## src/rtl/osd_ctl_pkg.sv

```systemverilog
package osd_ctl_pkg;

    localparam int REG_W  = 8;
    localparam int ADDR_W = 2;
    localparam int RATE_W = 2;
    localparam int EVT_W  = 4;
    localparam int FLAG_W = EVT_W + 1;

    localparam logic [ADDR_W-1:0] ADDR_CFG  = 2'd0;
    localparam logic [ADDR_W-1:0] ADDR_STAT = 2'd1;

    // Configuration register, bit 0 at the bottom of the struct
    typedef struct packed {
        logic port_val;   // bit 6
        logic ht_en;      // bit 5
        logic int_inv;    // bit 4
        logic rgb_inv;    // bit 3
        logic ht_inv;     // bit 2
        logic fb_inv;     // bit 1
        logic fly_inv;    // bit 0
    } cfg_t;

    localparam int CFG_W = $bits(cfg_t);

    // Control field of the status register (bits 7:5)
    typedef struct packed {
        logic              blink_en;
        logic [RATE_W-1:0] rate;
    } ctl_t;

    localparam int CTL_W = $bits(ctl_t);

endpackage

```

## src/rtl/osd_cfg_reg.sv

```systemverilog
module osd_cfg_reg
    import osd_ctl_pkg::*;
(
    input  logic             clk_i,
    input  logic             rst_ni,
    input  logic             wr_i,
    input  logic [REG_W-1:0] wdata_i,
    output cfg_t             cfg_o
);

    typedef struct packed {
        cfg_t cfg;
    } state_t;

    state_t st_d, st_q;

    always_comb begin
        st_d = st_q;
        if (wr_i) begin
            st_d.cfg = cfg_t'(wdata_i[CFG_W-1:0]);
        end
    end

    always_ff @(posedge clk_i or negedge rst_ni) begin
        if (!rst_ni) begin
            st_q <= '0;
        end else begin
            st_q <= st_d;
        end
    end

    assign cfg_o = st_q.cfg;

endmodule

```

## src/rtl/osd_stat_reg.sv

```systemverilog
module osd_stat_reg
    import osd_ctl_pkg::*;
(
    input  logic              clk_i,
    input  logic              rst_ni,
    input  logic              wr_i,
    input  logic [REG_W-1:0]  wdata_i,
    input  logic              frame_i,
    input  logic [EVT_W-1:0]  evt_i,
    output ctl_t              ctl_o,
    output logic [FLAG_W-1:0] flags_o,
    output logic              restart_o
);

    typedef struct packed {
        ctl_t              ctl;
        logic [FLAG_W-1:0] flags;
    } state_t;

    state_t            st_d, st_q;
    logic [FLAG_W-1:0] keep_mask;
    logic [FLAG_W-1:0] set_mask;
    ctl_t              wr_ctl;

    assign wr_ctl   = ctl_t'(wdata_i[REG_W-1 -: CTL_W]);
    assign set_mask = {frame_i, evt_i};

    always_comb begin
        st_d      = st_q;
        keep_mask = wr_i ? wdata_i[FLAG_W-1:0] : '1;
        if (wr_i) begin
            st_d.ctl = wr_ctl;
        end
        // set events are applied after the clear, so they win
        st_d.flags = (st_q.flags & keep_mask) | set_mask;
    end

    always_ff @(posedge clk_i or negedge rst_ni) begin
        if (!rst_ni) begin
            st_q <= '0;
        end else begin
            st_q <= st_d;
        end
    end

    assign ctl_o     = st_q.ctl;
    assign flags_o   = st_q.flags;
    assign restart_o = wr_i && (wr_ctl.rate != st_q.ctl.rate);

endmodule

```

## src/rtl/osd_blink_timer.sv

```systemverilog
module osd_blink_timer #(
    parameter int BASE_ON  = 24,
    parameter int BASE_OFF = 8,
    parameter int RATE_W   = 2
) (
    input  logic              clk_i,
    input  logic              rst_ni,
    input  logic              tick_i,
    input  logic              restart_i,
    input  logic [RATE_W-1:0] rate_i,
    output logic              on_o
);

    localparam int MAX_SHIFT = (1 << RATE_W) - 1;
    localparam int MAX_LIM   = (BASE_ON > BASE_OFF ? BASE_ON : BASE_OFF) << MAX_SHIFT;
    localparam int LIM_W     = $clog2(MAX_LIM + 1);

    typedef struct packed {
        logic             on;
        logic [LIM_W-1:0] cnt;
    } state_t;

    state_t           st_d, st_q;
    logic [LIM_W-1:0] on_lim;
    logic [LIM_W-1:0] off_lim;
    logic [LIM_W-1:0] last;

    assign on_lim  = LIM_W'(BASE_ON)  << rate_i;
    assign off_lim = LIM_W'(BASE_OFF) << rate_i;
    assign last    = (st_q.on ? on_lim : off_lim) - LIM_W'(1);

    always_comb begin
        st_d = st_q;
        if (restart_i) begin
            st_d.on  = 1'b1;
            st_d.cnt = '0;
        end else if (tick_i) begin
            if (st_q.cnt == last) begin
                st_d.on  = !st_q.on;
                st_d.cnt = '0;
            end else begin
                st_d.cnt = st_q.cnt + LIM_W'(1);
            end
        end
    end

    always_ff @(posedge clk_i or negedge rst_ni) begin
        if (!rst_ni) begin
            st_q.on  <= 1'b1;
            st_q.cnt <= '0;
        end else begin
            st_q <= st_d;
        end
    end

    assign on_o = st_q.on;

endmodule

```

## src/rtl/osd_pol_out.sv

```systemverilog
module osd_pol_out
    import osd_ctl_pkg::*;
#(
    parameter int RGB_W = 3
) (
    input  cfg_t             cfg_i,
    input  logic             flyback_i,
    input  logic             fb_i,
    input  logic             ht_i,
    input  logic [RGB_W-1:0] rgb_i,
    input  logic             int_i,
    output logic             flyback_o,
    output logic             fb_o,
    output logic             ht_o,
    output logic [RGB_W-1:0] rgb_o,
    output logic             int_o
);

    assign flyback_o = flyback_i ^ cfg_i.fly_inv;
    assign fb_o      = fb_i ^ cfg_i.fb_inv;
    assign int_o     = int_i ^ cfg_i.int_inv;
    assign ht_o      = cfg_i.ht_en ? (ht_i ^ cfg_i.ht_inv) : cfg_i.port_val;

    for (genvar g = 0; g < RGB_W; g++) begin : g_rgb
        assign rgb_o[g] = rgb_i[g] ^ cfg_i.rgb_inv;
    end

endmodule

```

## src/rtl/osd_output_ctl.sv

```systemverilog
module osd_output_ctl
    import osd_ctl_pkg::*;
#(
    parameter int BASE_ON  = 24,
    parameter int BASE_OFF = 8,
    parameter int RGB_W    = 3
) (
    input  logic              clk_i,
    input  logic              rst_ni,
    input  logic              reg_wr_i,
    input  logic [1:0]        reg_addr_i,
    input  logic [7:0]        reg_wdata_i,
    output logic [7:0]        reg_rdata_o,
    input  logic              frame_i,
    input  logic [3:0]        evt_i,
    input  logic              flyback_i,
    output logic              flyback_o,
    input  logic              fb_i,
    input  logic              ht_i,
    input  logic [RGB_W-1:0]  rgb_i,
    input  logic              int_i,
    output logic              fb_o,
    output logic              ht_o,
    output logic [RGB_W-1:0]  rgb_o,
    output logic              int_o,
    output logic              blink_o
);

    cfg_t              cfg;
    ctl_t              ctl;
    logic [FLAG_W-1:0] stat_flags;
    logic              restart;
    logic              phase_on;
    logic              wr_cfg;
    logic              wr_stat;

    assign wr_cfg  = reg_wr_i && (reg_addr_i == ADDR_CFG);
    assign wr_stat = reg_wr_i && (reg_addr_i == ADDR_STAT);

    osd_cfg_reg u_cfg (
        .clk_i   (clk_i),
        .rst_ni  (rst_ni),
        .wr_i    (wr_cfg),
        .wdata_i (reg_wdata_i),
        .cfg_o   (cfg)
    );

    osd_stat_reg u_stat (
        .clk_i     (clk_i),
        .rst_ni    (rst_ni),
        .wr_i      (wr_stat),
        .wdata_i   (reg_wdata_i),
        .frame_i   (frame_i),
        .evt_i     (evt_i),
        .ctl_o     (ctl),
        .flags_o   (stat_flags),
        .restart_o (restart)
    );

    osd_blink_timer #(
        .BASE_ON  (BASE_ON),
        .BASE_OFF (BASE_OFF),
        .RATE_W   (RATE_W)
    ) u_blink (
        .clk_i     (clk_i),
        .rst_ni    (rst_ni),
        .tick_i    (frame_i),
        .restart_i (restart),
        .rate_i    (ctl.rate),
        .on_o      (phase_on)
    );

    osd_pol_out #(
        .RGB_W (RGB_W)
    ) u_pol (
        .cfg_i     (cfg),
        .flyback_i (flyback_i),
        .fb_i      (fb_i),
        .ht_i      (ht_i),
        .rgb_i     (rgb_i),
        .int_i     (int_i),
        .flyback_o (flyback_o),
        .fb_o      (fb_o),
        .ht_o      (ht_o),
        .rgb_o     (rgb_o),
        .int_o     (int_o)
    );

    assign blink_o = !ctl.blink_en || phase_on;

    always_comb begin
        unique case (reg_addr_i)
            ADDR_CFG:  reg_rdata_o = REG_W'(cfg);
            ADDR_STAT: reg_rdata_o = {ctl, stat_flags};
            default:   reg_rdata_o = '0;
        endcase
    end

endmodule

```

## config.mk

```make
export PLATFORM = sky130hd
export DESIGN_NAME = osd_output_ctl
export DESIGN_NICKNAME = d
export VERILOG_FILES = /design/src/rtl/osd_ctl_pkg.sv /design/src/rtl/osd_cfg_reg.sv /design/src/rtl/osd_stat_reg.sv /design/src/rtl/osd_blink_timer.sv /design/src/rtl/osd_pol_out.sv /design/src/rtl/osd_output_ctl.sv
export SDC_FILE = /design/constraint.sdc
export NUM_CORES = 1
export LEC_CHECK = 0
export ABC_AREA = 1
export BUFFER_PORTS_ARGS = -buffer_cell sky130_fd_sc_hd__buf_4
export CORE_UTILIZATION = 55
export DETAILED_ROUTE_END_ITERATION = 10
export PLACE_DENSITY = 0.83
export SYNTH_ARGS = -nofsm -noshare
export SYNTH_HDL_FRONTEND = slang
export SYNTH_HIERARCHICAL = 1
export SYNTH_SLANG_ARGS = --single-unit
export TNS_END_PERCENT = 30
```

## constraint.sdc

```tcl
create_clock -name clk_i -period 3.8 [get_ports clk_i]
set_clock_uncertainty 0.05 [all_clocks]
set_input_delay 0 -clock clk_i [delete_from_list [all_inputs] [get_ports clk_i]]
set_output_delay 0 -clock clk_i [all_outputs]
set_load 0.01 [all_outputs]
```

# Word level (Yosys, flattened, before mapping)
# Index checks and enable logic that the tools add are counted.
[totals] in_bits=25 ff_bits=24 elab_cells=46
[op_classes] n_shift=2 eq_ne=3 bitwise_logic=9 mux=8 n_addsub=2 reduce_logical=10
[ops] op="two-way mux 9 bit" n=2
[ops] op="two-way mux 8 bit" n=2
[ops] op="case mux 8 bit (2 select lines)" n=1
[ops] op="adder 8 x 1 -> 8 bit, second input constant" n=1
[ops] op="equality test 8 bit" n=1
[ops] op="<< shifter 4 x 2 -> 8 bit, first input constant" n=1
[ops] op="<< shifter 5 x 2 -> 8 bit, first input constant" n=1
[ops] op="subtractor 8 x 1 -> 8 bit, second input constant" n=1
[ops] op="XOR 1 bit" n=7
[ops] op="AND 5 bit" n=1
[ops] op="two-way mux 5 bit" n=1
[ops] op="bitwise OR 5 bit" n=1
[ops] op="nonzero test 2 bit" n=2
[ops] op="logical AND 1 bit" n=3
[ops] op="equality test 2 x 1 -> 1 bit, second input constant" n=1
[ops] op="logical NOT 1 bit" n=2
[ops] op="logical NOT 2 bit" n=1
[ops] op="two-way mux 1 bit" n=2
[ops] op="!= test 2 bit" n=1
[ops] op="AND reduction 2 bit" n=1
[ops] op="logical OR 1 bit" n=1

# Logic depth before layout (Yosys ltp)
[logic_depth] ltp_word=7 mapped_depth=12

# By module
# Netlist, hierarchy kept.
[by_module_without_submodules] mod="osd_blink_timer" cells_each=89 instances=1 seq_area_each_um2=226.5 area_per_inst_um2=668.1
[by_module_without_submodules] mod="osd_stat_reg" cells_each=42 instances=1 seq_area_each_um2=200.2 area_per_inst_um2=341.6
[by_module_without_submodules] mod="osd_cfg_reg" cells_each=30 instances=1 seq_area_each_um2=175.2 area_per_inst_um2=269.0
[by_module_without_submodules] mod="osd_output_ctl" cells_each=31 instances=1 seq_area_each_um2=0.0 area_per_inst_um2=143.9
[by_module_without_submodules] mod="osd_pol_out" cells_each=14 instances=1 seq_area_each_um2=0.0 area_per_inst_um2=83.8

# Least setup slack after synthesis
# No wires, ideal clock.
[synth_timing] kind="register -> register" startpoint="register u_blink.st_q, in the netlist u_blink/on_o" endpoint="register u_blink/st_q[3] in the netlist's numbering" synth_period_minus_slack_ns=1.737 t_arrival_ns=1.564 setup_ns=0.124 slack_ns=2.063 stages_incl_launch_ff=12 path_cell_list="dfstp_2 -> o21ai_0 -> ha_1 -> inv_1 -> nand2_1 -> nand3_1 -> nor2_1 -> nand2_1 -> nor2_2 -> nand2_2 -> nand2_4 -> o21bai_2"
[synth_between] elab_chain_cells=6
[synth_rtl] item="from (decl)" line_no="osd_blink_timer.sv:23" source="state_t st_d, st_q;"
[synth_rtl] item="from (signal assigned)" line_no="osd_blink_timer.sv:52" source="st_q <= st_d;"
[synth_rtl] item="two-way mux 8 bit" line_no="osd_blink_timer.sv:30" source="assign last = (st_q.on ? on_lim : off_lim) - LIM_W'(1);"
[synth_rtl] item="subtractor 8 x 1 -> 8 bit" line_no="osd_blink_timer.sv:30"
[synth_rtl] item="equality test 8 bit" line_no="osd_blink_timer.sv:38" source="if (st_q.cnt == last) begin"
[synth_rtl] item="two-way mux 8 bit" line_no="osd_blink_timer.sv:38"
[synth_rtl] item="two-way mux 9 bit" line_no="osd_blink_timer.sv:37" source="end else if (tick_i) begin"
[synth_rtl] item="two-way mux 9 bit" line_no="osd_blink_timer.sv:34" source="if (restart_i) begin"
# Every way passes these cells. The select of a mux whose other input is x is not followed.
# A chain may end at the register's enable or synchronous reset.

# Worst setup path in the final report
[layout_timing] startpoint="register u_blink.st_q, in the netlist u_blink/on_o" endpoint="register u_blink/st_q[4] in the netlist's numbering"
# The elaborated chain is that of the path after synthesis.

==> flow_summary.yaml <==
cells_and_area:
  seq_area_um2: 602
  fill_cells: 183
  drive_gt1_share_pct: 24.1
  final_nets: 294
  multi_input_area_um2: 769
  area_growth_pct: 36.4
  num_antenna_cells: 0
sta:
  setup_viol: 0
  fin_crit_sh_pct: 50.8
  fmax_mhz: 518
  relSlewSlack_pct: 30.9
  worst_slew_pin_slew_ns: 1.03
  hold_viol: 0
  fin_crit_ns: 1.93
  slew_violations: 0
  rsz0062_at_grt: "no"
  tns_ns: 0
floorplan:
  core-area_um2: 2520
  fp.dieW_um: 54.3
  die_h_um: 54.3
  start_util_pct: 59.7
  die_area_um2: 2950
  io_pins: 41
  rows: 18
pwr:
  p_per_area_nw_per_um2: 384
  leakagePower_nw: 1.09
  vdd_drop_max_mv: 0.351
  finalPower_uw: 788
global_routing:
  grt.overflow.total: 0
  grt_pass1_wl_um: 5440
  grtUsageMet1_pct: 30.7
  use_met2_pct: 47.4
  grt_start_max_net_pins: 25
  grt.total_usage_pct: 26.5
  grt_pass1_vias: 1293
  gr-usage-met3_pct: 6.39
  antenna_found_initial: 0
  busiest_layer: "met2"
yosys:
  synth_area_leaders: "dfrtp_1, nand2_1, xor2_1"
  ys_seq_elements: 24
  synth_edf_count: 0
  syn_inst: 206
  yosysUniqueCellTypes: 25
  synth.avg_cell_area_um2: 7.31
  synth_common_cells: "nand2_1, inv_1, dfrtp_1, nand3_1, nor2_1"
  yosysSeqAreaShare_pct: 40.0
  yosysMostFrequentCell: "nand2_1"
  synth_top_area_cell: "dfrtp_1"
  synthFlopType: "dfrtp_1"
  netlist.area_leader.share_pct: 38.2
  yosys_warnings: 6
  async_flop_share_pct: 100
  synth_area_um2: 1510
  synth_nets: 233
clock_tree:
  root_buffer: "clkbuf_4"
  clk_latency_ns: 0.31
  tritoncts: "yes"
  clk_pin_slew_worst_paths_ns: 0.13
  htreeDepth: 1
  cts_resized: 0
  cts_hold_buf: 18
  clk_path_buf_depth: 2
  cts_sinks: 24
  cts_setup_buffers: 0
  cts_inserted_buffers: 3
setup_path:
  required_ns: 3.97
  crit_type: "reg2reg"
  cp-end-kind: "flop"
  r2r_start: "u_blink/on_o"
  cp_max_fo: 8
  reg2reg_to: "u_blink/st_q[4]"
  reg2regPathDepth: 11
  start_kind: "flop"
  arrival_ns: 2.10
  r2r_slack_ns: 1.87
run:
  cap_violations: 0
routing:
  wl_um: 3580
  postRouteAntennaNets: 0
  drt_pass1_iterations: 4
  drt_iter0_markers: 46
  viasPerCell: 4.98
  via_count: 1475
  drc: 0
  route.detailed.wl_per_inst_um: 12.1
placement:
  hpwl_um: 2470
  io_buffers: 40
  finalWeightedCongestion: 0.817
run_status:
  status: "complete, no violations"
min_path:
  min_path_type: "in2async"
==> worst max-delay path by stage <==
stage | start | to | slack [ns] | cells past startpoint
after floorplan | u_blink/on_o | u_blink/st_q[3] | 2.06 | 11
after global routing | u_blink/on_o | u_blink/st_q[7] | 1.71 | 11
final | u_blink/on_o | u_blink/st_q[4] | 1.87 | 11
after detailed placement | u_blink/on_o | u_blink/st_q[4] | 1.88 | 11
after CTS | u_blink/on_o | u_blink/st_q[4] | 1.87 | 11
after global placement | u_blink/on_o | u_blink/st_q[7] | 1.90 | 11
==> layer usage <==
layer | routed length (um) | share of wire, %
met1 | 1550 | 43
met5 | 0 | 0
met2 | 1760 | 49
met4 | 25 | 0.70
met3 | 242 | 6.8
==> metrics by stage <==
stage | hold WS, ns | setup slack (ns) | util, % | cells | area [um2]
final | 0.0498 | 1.87 | 81.4 | 296 | 2050
after global routing | 0.0719 | 1.71 | 81.4 | 296 | 2050
after CTS | 0.0386 | 1.87 | 81.4 | 296 | 2050
after detailed placement | -0.134 | 1.88 | 72.2 | 274 | 1820
after global placement | -0.134 | 1.90 | 72.2 | 274 | 1820
after floorplan | -0.346 | 2.06 | - | 206 | 1510
==> worst max-delay path: stages, from the launching register on <==
cell      delay, ns
dfstp_2        0.63
o21ai_0        0.10
ha_1           0.31
inv_1          0.04
nand2_1        0.05
nand3_1        0.07
nor2_1         0.10
nand2_1        0.06
nor2_2         0.14
nand2_2        0.10
nand2_4        0.11
o21bai_2       0.06
==> area by class of cell <==
type	count	area share (%)
multi-input combinational	150	37.5
sequential	24	29.3
timing repair buffer	58	23.4
inverter	30	5.48
tap	30	1.83
clock inverter	1	1.46
clock buffer	3	1.10
==> power breakdown <==
part	internal, mW	switching, mW	leakage [nW]
sequential	0.295	0.0427	0.287
clock	0.107	0.0750	0.0279
combinational	0.128	0.141	0.780
total	0.529	0.259	1.09
==> kinds of logic after synthesis <==
| family | after synthesis | share of synthesized area [%] |
|---|---|---|
| AOI/OAI and AO/OA | 17 | 8.14 |
| xor gates and xnor gates | 13 | 8.06 |
| buffers and inverters | 32 | 8.97 |
| DFF | 24 | 40.0 |
| adders and majority gates | 2 | 1.66 |
| and+or+nand+nor | 118 | 33.2 |
==> flip-flops by register name, indices dropped and copies added (netlist names) <==
name and count:
u_cfg/cfg_o 7, u_blink/on_o 1, u_stat/ctl_o 3, u_blink/st_q 8, u_stat/flags_o 5
==> cells in the final DEF, fill, tap and decap left out <==
cell,n
a211oi_1,1
a21oi_1,2
buf_4,40
bufinv_16,1
clkbuf_4,3
dfrtp_1,23
dfstp_2,1
dlygate4sd3_1,18
ha_1,2
inv_1,25
inv_2,5
nand2_1,77
nand2_2,1
nand2_4,1
nand3_1,19
nand4_1,2
nor2_1,12
nor2_2,3
nor2_4,1
nor3_1,1
o21ai_0,3
o21ai_1,5
o21ai_2,1
o21bai_2,5
or2_2,1
xnor2_1,1
xnor2_2,1
xor2_1,11
No activity file was read; power rests on OpenSTA's default activity.
